<file path="config.mk">
export PLATFORM = sky130hd
export DESIGN_NAME = dbg_session_status
export DESIGN_NICKNAME = d
export VERILOG_FILES = /design/src/rtl/dbg_stat_pkg.sv /design/src/rtl/dbg_evt_decode.sv /design/src/rtl/dbg_seq_track.sv /design/src/rtl/dbg_line_track.sv /design/src/rtl/dbg_rd_mux.sv /design/src/rtl/dbg_session_status.sv
export SDC_FILE = /design/constraint.sdc
export NUM_CORES = 1
export LEC_CHECK = 0
export ABC_AREA = 1
export BUFFER_PORTS_ARGS = -buffer_cell sky130_fd_sc_hd__buf_2
export CORE_UTILIZATION = 40
export CTS_CLUSTER_DIAMETER = 40
export DETAILED_ROUTE_END_ITERATION = 10
export GPL_TIMING_DRIVEN = 0
export PLACE_DENSITY = 0.73
export SLEW_MARGIN = 20
export SYNTH_ARGS = -nofsm -noshare
export SYNTH_HDL_FRONTEND = slang
export SYNTH_SLANG_ARGS = --single-unit
export TNS_END_PERCENT = 5
</file>
<file path="constraint.sdc">
create_clock -name clk_i -period 1.8 [get_ports clk_i]
set_input_delay 0.27 -clock clk_i [delete_from_list [all_inputs] [get_ports clk_i]]
set_output_delay 0.27 -clock clk_i [all_outputs]
set_load 0.01 [all_outputs]
</file>
<file path="src/rtl/dbg_stat_pkg.sv">
package dbg_stat_pkg;
  localparam int unsigned ST_W = 3;
  typedef logic [ST_W-1:0] seq_st_t;
  localparam seq_st_t ST_IDLE  = seq_st_t'(0);
  localparam seq_st_t ST_FIRST = seq_st_t'(1);

  // qualified, mutually ordered session events
  typedef struct packed {
    logic sys_clr;
    logic arm_set;
    logic arm_clr;
    logic sess_end;
    logic adv;
    logic stb;
  } sess_evt_t;
endpackage

</file>
<file path="src/rtl/dbg_evt_decode.sv">
module dbg_evt_decode
  import dbg_stat_pkg::*;
(
  input  logic      sys_rst_ni,
  input  logic      wr_en_i,
  input  logic      wr_sel_i,
  input  logic      wr_arm_i,
  input  logic      nxt_req_i,
  input  logic      line_stb_i,
  input  logic      sess_end_i,
  input  logic      armed_i,
  output sess_evt_t evt_o
);
  logic wr_ctl;
  logic live;

  // status-register writes (wr_sel_i=1) decode to nothing
  assign wr_ctl = wr_en_i & ~wr_sel_i;
  assign live   = sys_rst_ni & ~wr_ctl & armed_i;

  always_comb begin
    evt_o          = '0;
    evt_o.sys_clr  = ~sys_rst_ni;
    evt_o.arm_set  = sys_rst_ni & wr_ctl & wr_arm_i;
    evt_o.arm_clr  = sys_rst_ni & wr_ctl & ~wr_arm_i;
    evt_o.sess_end = live & sess_end_i;
    evt_o.adv      = live & ~sess_end_i & nxt_req_i;
    evt_o.stb      = live & line_stb_i;
  end
endmodule

</file>
<file path="src/rtl/dbg_seq_track.sv">
module dbg_seq_track
  import dbg_stat_pkg::*;
(
  input  logic      clk_i,
  input  logic      rst_ni,
  input  sess_evt_t evt_i,
  input  seq_st_t   nxt_state_i,
  output logic      armed_o,
  output seq_st_t   state_o
);
  logic    armed_q;
  seq_st_t state_q;

  always_ff @(posedge clk_i or negedge rst_ni) begin
    if (!rst_ni) begin
      armed_q <= 1'b0;
      state_q <= ST_IDLE;
    end else if (evt_i.sys_clr) begin
      armed_q <= 1'b0;
      state_q <= ST_IDLE;
    end else if (evt_i.arm_set) begin
      armed_q <= 1'b1;
      state_q <= ST_FIRST;
    end else if (evt_i.arm_clr) begin
      armed_q <= 1'b0;             // state held for inspection
    end else if (evt_i.sess_end) begin
      armed_q <= 1'b0;
      state_q <= ST_IDLE;
    end else if (evt_i.adv) begin
      state_q <= nxt_state_i;
    end
  end

  assign armed_o = armed_q;
  assign state_o = state_q;
endmodule

</file>
<file path="src/rtl/dbg_line_track.sv">
module dbg_line_track
  import dbg_stat_pkg::*;
#(
  parameter int unsigned CNT_W = 6
) (
  input  logic             clk_i,
  input  logic             rst_ni,
  input  sess_evt_t        evt_i,
  output logic [CNT_W-1:0] cnt_o,
  output logic             full_o
);
  localparam logic [CNT_W-1:0] LAST = '1;

  logic [CNT_W-1:0] cnt_q;
  logic             full_q;

  always_ff @(posedge clk_i or negedge rst_ni) begin
    if (!rst_ni) begin
      cnt_q  <= '0;
      full_q <= 1'b0;
    end else if (evt_i.sys_clr) begin
      cnt_q  <= '0;                // full flag survives system reset
    end else if (evt_i.arm_set) begin
      cnt_q  <= '0;
      full_q <= 1'b0;
    end else if (evt_i.stb) begin
      cnt_q  <= cnt_q + 1'b1;
      if (cnt_q == LAST) full_q <= 1'b1;
    end
  end

  assign cnt_o  = cnt_q;
  assign full_o = full_q;
endmodule

</file>
<file path="src/rtl/dbg_rd_mux.sv">
module dbg_rd_mux
  import dbg_stat_pkg::*;
#(
  parameter int unsigned CNT_W = 6
) (
  input  logic             full_i,
  input  seq_st_t          state_i,
  input  logic [CNT_W-1:0] cnt_i,
  output logic [7:0]       status_o,
  output logic [7:0]       line_o
);
  localparam int unsigned ST_PAD = 7 - ST_W;

  assign status_o = {full_i, {ST_PAD{1'b0}}, state_i};

  generate
    if (CNT_W < 7) begin : g_pad
      assign line_o = {full_i, {(7 - CNT_W){1'b0}}, cnt_i};
    end else begin : g_nopad
      assign line_o = {full_i, cnt_i};
    end
  endgenerate
endmodule

</file>
<file path="src/rtl/dbg_session_status.sv">
module dbg_session_status
  import dbg_stat_pkg::*;
#(
  parameter int unsigned LINES = 64
) (
  input  logic       clk_i,
  input  logic       rst_ni,
  input  logic       sys_rst_ni,
  input  logic       wr_en_i,
  input  logic       wr_sel_i,
  input  logic       wr_arm_i,
  input  logic       nxt_req_i,
  input  logic [2:0] nxt_state_i,
  input  logic       line_stb_i,
  input  logic       sess_end_i,
  output logic       armed_o,
  output logic [2:0] state_o,
  output logic [7:0] status_o,
  output logic [7:0] line_cnt_o
);
  localparam int unsigned CNT_W = $clog2(LINES);

  sess_evt_t        evt;
  logic             armed;
  seq_st_t          state;
  logic [CNT_W-1:0] cnt;
  logic             full;

  dbg_evt_decode u_dec (
    .sys_rst_ni (sys_rst_ni),
    .wr_en_i    (wr_en_i),
    .wr_sel_i   (wr_sel_i),
    .wr_arm_i   (wr_arm_i),
    .nxt_req_i  (nxt_req_i),
    .line_stb_i (line_stb_i),
    .sess_end_i (sess_end_i),
    .armed_i    (armed),
    .evt_o      (evt)
  );

  dbg_seq_track u_seq (
    .clk_i       (clk_i),
    .rst_ni      (rst_ni),
    .evt_i       (evt),
    .nxt_state_i (nxt_state_i),
    .armed_o     (armed),
    .state_o     (state)
  );

  dbg_line_track #(.CNT_W(CNT_W)) u_line (
    .clk_i  (clk_i),
    .rst_ni (rst_ni),
    .evt_i  (evt),
    .cnt_o  (cnt),
    .full_o (full)
  );

  dbg_rd_mux #(.CNT_W(CNT_W)) u_rd (
    .full_i   (full),
    .state_i  (state),
    .cnt_i    (cnt),
    .status_o (status_o),
    .line_o   (line_cnt_o)
  );

  assign armed_o = armed;
  assign state_o = state;
endmodule

</file>
==> run_results.csv <==
group,metric,value,unit
run_status,status,"complete, no violations",
hold_path,hold_path.class,"in -> reg",
worst_setup_path,critPathMaxStageDelay,400,ps
worst_setup_path,startpoint,"u_line.full_o",
drt,drc,0,
worst_setup_path,crit_path_end_kind,"output pin",
yosys,yosys_warnings,0,
clock_tree,clockBufferDepth,2,
yosys,synth_seq_cells,11,
clock_tree,cts_tree,"done",
clock_tree,clock-sinks,11,
worst_setup_path,required,1530,ps
worst_setup_path,reg2regPathDepth,5,
placement,portBuffers,25,
clock_tree,h-tree-depth,1,
placement,post_dp_cell_area,937.1,µm²
clock_tree,cts_root_buf,"clkbuf_4",
global_route,grt_use_total,15.85,%
worst_setup_path,path_cells,"buf_4 -> buf_2",
layout,fill_cells,187,
floorplan,initial_core_util,43.40,%
sta,fmax,842.1,MHz
worst_setup_path,r2r_slack,690,ps
pwr,p_leak,0.5585,nW
floorplan,die_area,2094,µm²
yosys,synthCells,96,
floorplan,die_y,45.76,µm
flow_run,cap_violations,0,
worst_setup_path,critPathLaunchType,"flop",
clock_tree,clk_pin_slew,70,ps
layout,synthToLayoutAreaGrowth,27.12,%
placement,globalplace.congestion,0.7935,
sta,setup_tns,0,ps
layout,nets,144,
sta,grt_setup_unrepaired,"no",
sta,setup_viol,0,
worst_setup_path,crit_fanout,3,
clock_tree,cts_buffers,3,
hold_path,hold_depth,2,
yosys,synth_area,765.7,µm²
worst_setup_path,critPathKind,"reg -> out",
global_route,grt_pass1_wl,2339,µm
drt,dr.pass1.iters,4,
yosys,ys_seq_area_share,35.95,%
layout,seq_area,275.3,µm²
placement,hpwlAfterDp,1199,µm
worst_setup_path,arrival,920,ps
drt,drt-initial-drc-count,14,
drt,routed_wl,1447,µm
pwr,irDropWorstVdd,0.3078,mV
clock_tree,clock_latency,260,ps
layout,stdcell_area,973.4,µm²
yosys,syn-mean-instance-area,7.976,µm²
layout,layout-drive-gt1-share,40.00,%
sta,fin_crit_sh,65.97,%
pwr,p_per_area,546.9,nW/µm²
sta,fin_crit,1188,ps
sta,hold_viol,0,
sta,skew,3.426,ps
worst_setup_path,reg2reg_from,"u_line.cnt_o[0]",
drt,vias,685,
global_route,grt_pass1_vias,583,
floorplan,coreArea,1764,µm²
worst_setup_path,endpoint,"status_o[7]",
global_route,grt_max_degree,12,
drt,via_per_inst,4.419,
floorplan,chipWidth,45.76,µm
sta,slew_violations,0,
worst_setup_path,regToRegEndpoint,"u_line.full_o",
layout,final_common_cell,"buf_2",
layout,final_cell_mix,"buf_2, nand2_1, nor2_1",
layout,antenna_cells,0,
clock_tree,ctsResizeCount,0,
layout,multi_input_area,376.6,µm²
layout,final_util,55.18,%
worst_setup_path,slowest_stage,"dfrtp_1",
drt,routedWlPerCell,9.335,µm
drt,antenna_left,0,
floorplan,num_rows,15,
yosys,yosys.cell_types.count,22,
floorplan,ios,32,
global_route,antenna_found_initial,0,
global_route,grt_overflow_total,0,
cell type report:
type	count	share of cell area, %
inverter	10	4.370
sequential	11	28.28
buffer	11	8.869
multi-input combinational	68	38.69
tap	25	3.213
timing repair buffer	26	13.88
clock buffer	4	2.699
flip-flops by register name, indices dropped and copies added, names as in the netlist:
name and cells:
u_seq.armed_o 1, u_seq.state_o 3, u_line.cnt_o 6, u_line.full_o 1
repair_timing:
| action | CTS | global route |
|---|---|---|
| hold buffers | 1 | 0 |
| setup buffers | 0 | 0 |
| endpoints found under the hold margin | 11 | 0 |
how the worst min path moves through the flow:
stage | slack, ps | from | to
after floorplan | -30 | rst_ni | u_line.cnt_o[0]
after global placement | 150 | rst_ni | u_line.cnt_o[0]
after detailed placement | 160 | rst_ni | u_line.cnt_o[0]
after CTS | 230 | sess_end_i | u_seq.armed_o
after global routing | 220 | sess_end_i | u_seq.armed_o
final | 230 | sess_end_i | u_seq.armed_o
synthesized netlist by cell type:
master,count,area [µm²]
nor2_2,1,6.260
ha_1,1,12.51
nand3_2,1,10.01
nor2_1,13,48.80
nand2_4,4,45.04
clkinv_4,1,8.760
nand3_1,7,35.03
buf_4,10,75.07
inv_1,9,33.78
nand2_2,2,12.51
nor2_8,1,20.02
nand2_1,20,75.07
buf_6,1,11.26
o21ai_0,2,10.01
o211ai_1,1,7.510
nor2_4,2,22.52
a21oi_4,1,16.27
nor3_1,1,5.000
a21oi_1,5,25.02
dfrtp_1,11,275.3
nand4_1,1,6.260
conb_1,1,3.750
routing by layer:
layer	wire length [µm]	track usage, %
met3	85	4.762
met1	695	19.95
met2	666	25.71
met4	0	5.294
met5	0	0
per-stage QoR:
stage               hold WS [ps]  setup slack [ps]  instances  total power (W)
floorplan                 -25.59             715.2        100        0.0003307
global placement           153.6             674.3        150        0.0003657
detailed placement         159.4             641.5        150        0.0003683
CTS                        228.5             604.0        155        0.0005401
global route               219.1             565.4        155        0.0005689
finish                     226.6             612.5        155        0.0005324
power by group:
| group | total (W) | switching, W | leakage [nW] | internal, W |
|---|---|---|---|---|
| combinational | 0.000105 | 0.0000584 | 0.393 | 0.0000466 |
| clock | 0.000169 | 0.0000831 | 0.0150 | 0.0000856 |
| sequential | 0.000259 | 0.00000504 | 0.150 | 0.000254 |
| total | 0.000532 | 0.000147 | 0.558 | 0.000386 |
worst max-delay path: cells and delay by family, from the launching register on:
kind                   cells  cell delay [ps]
DFF                        1              400
buffers and inverters      2              260
kinds of logic after synthesis:
| kind of cell | count (synthesis) | synth area share [%] |
|---|---|---|
| other cells | 1 | 0.4897 |
| compound gates | 9 | 7.680 |
| simple gates | 53 | 37.42 |
| fa+ha+maj | 1 | 1.634 |
| buf+inv | 21 | 16.83 |
| flops | 11 | 35.95 |
Power figures use the tool's default switching activity.
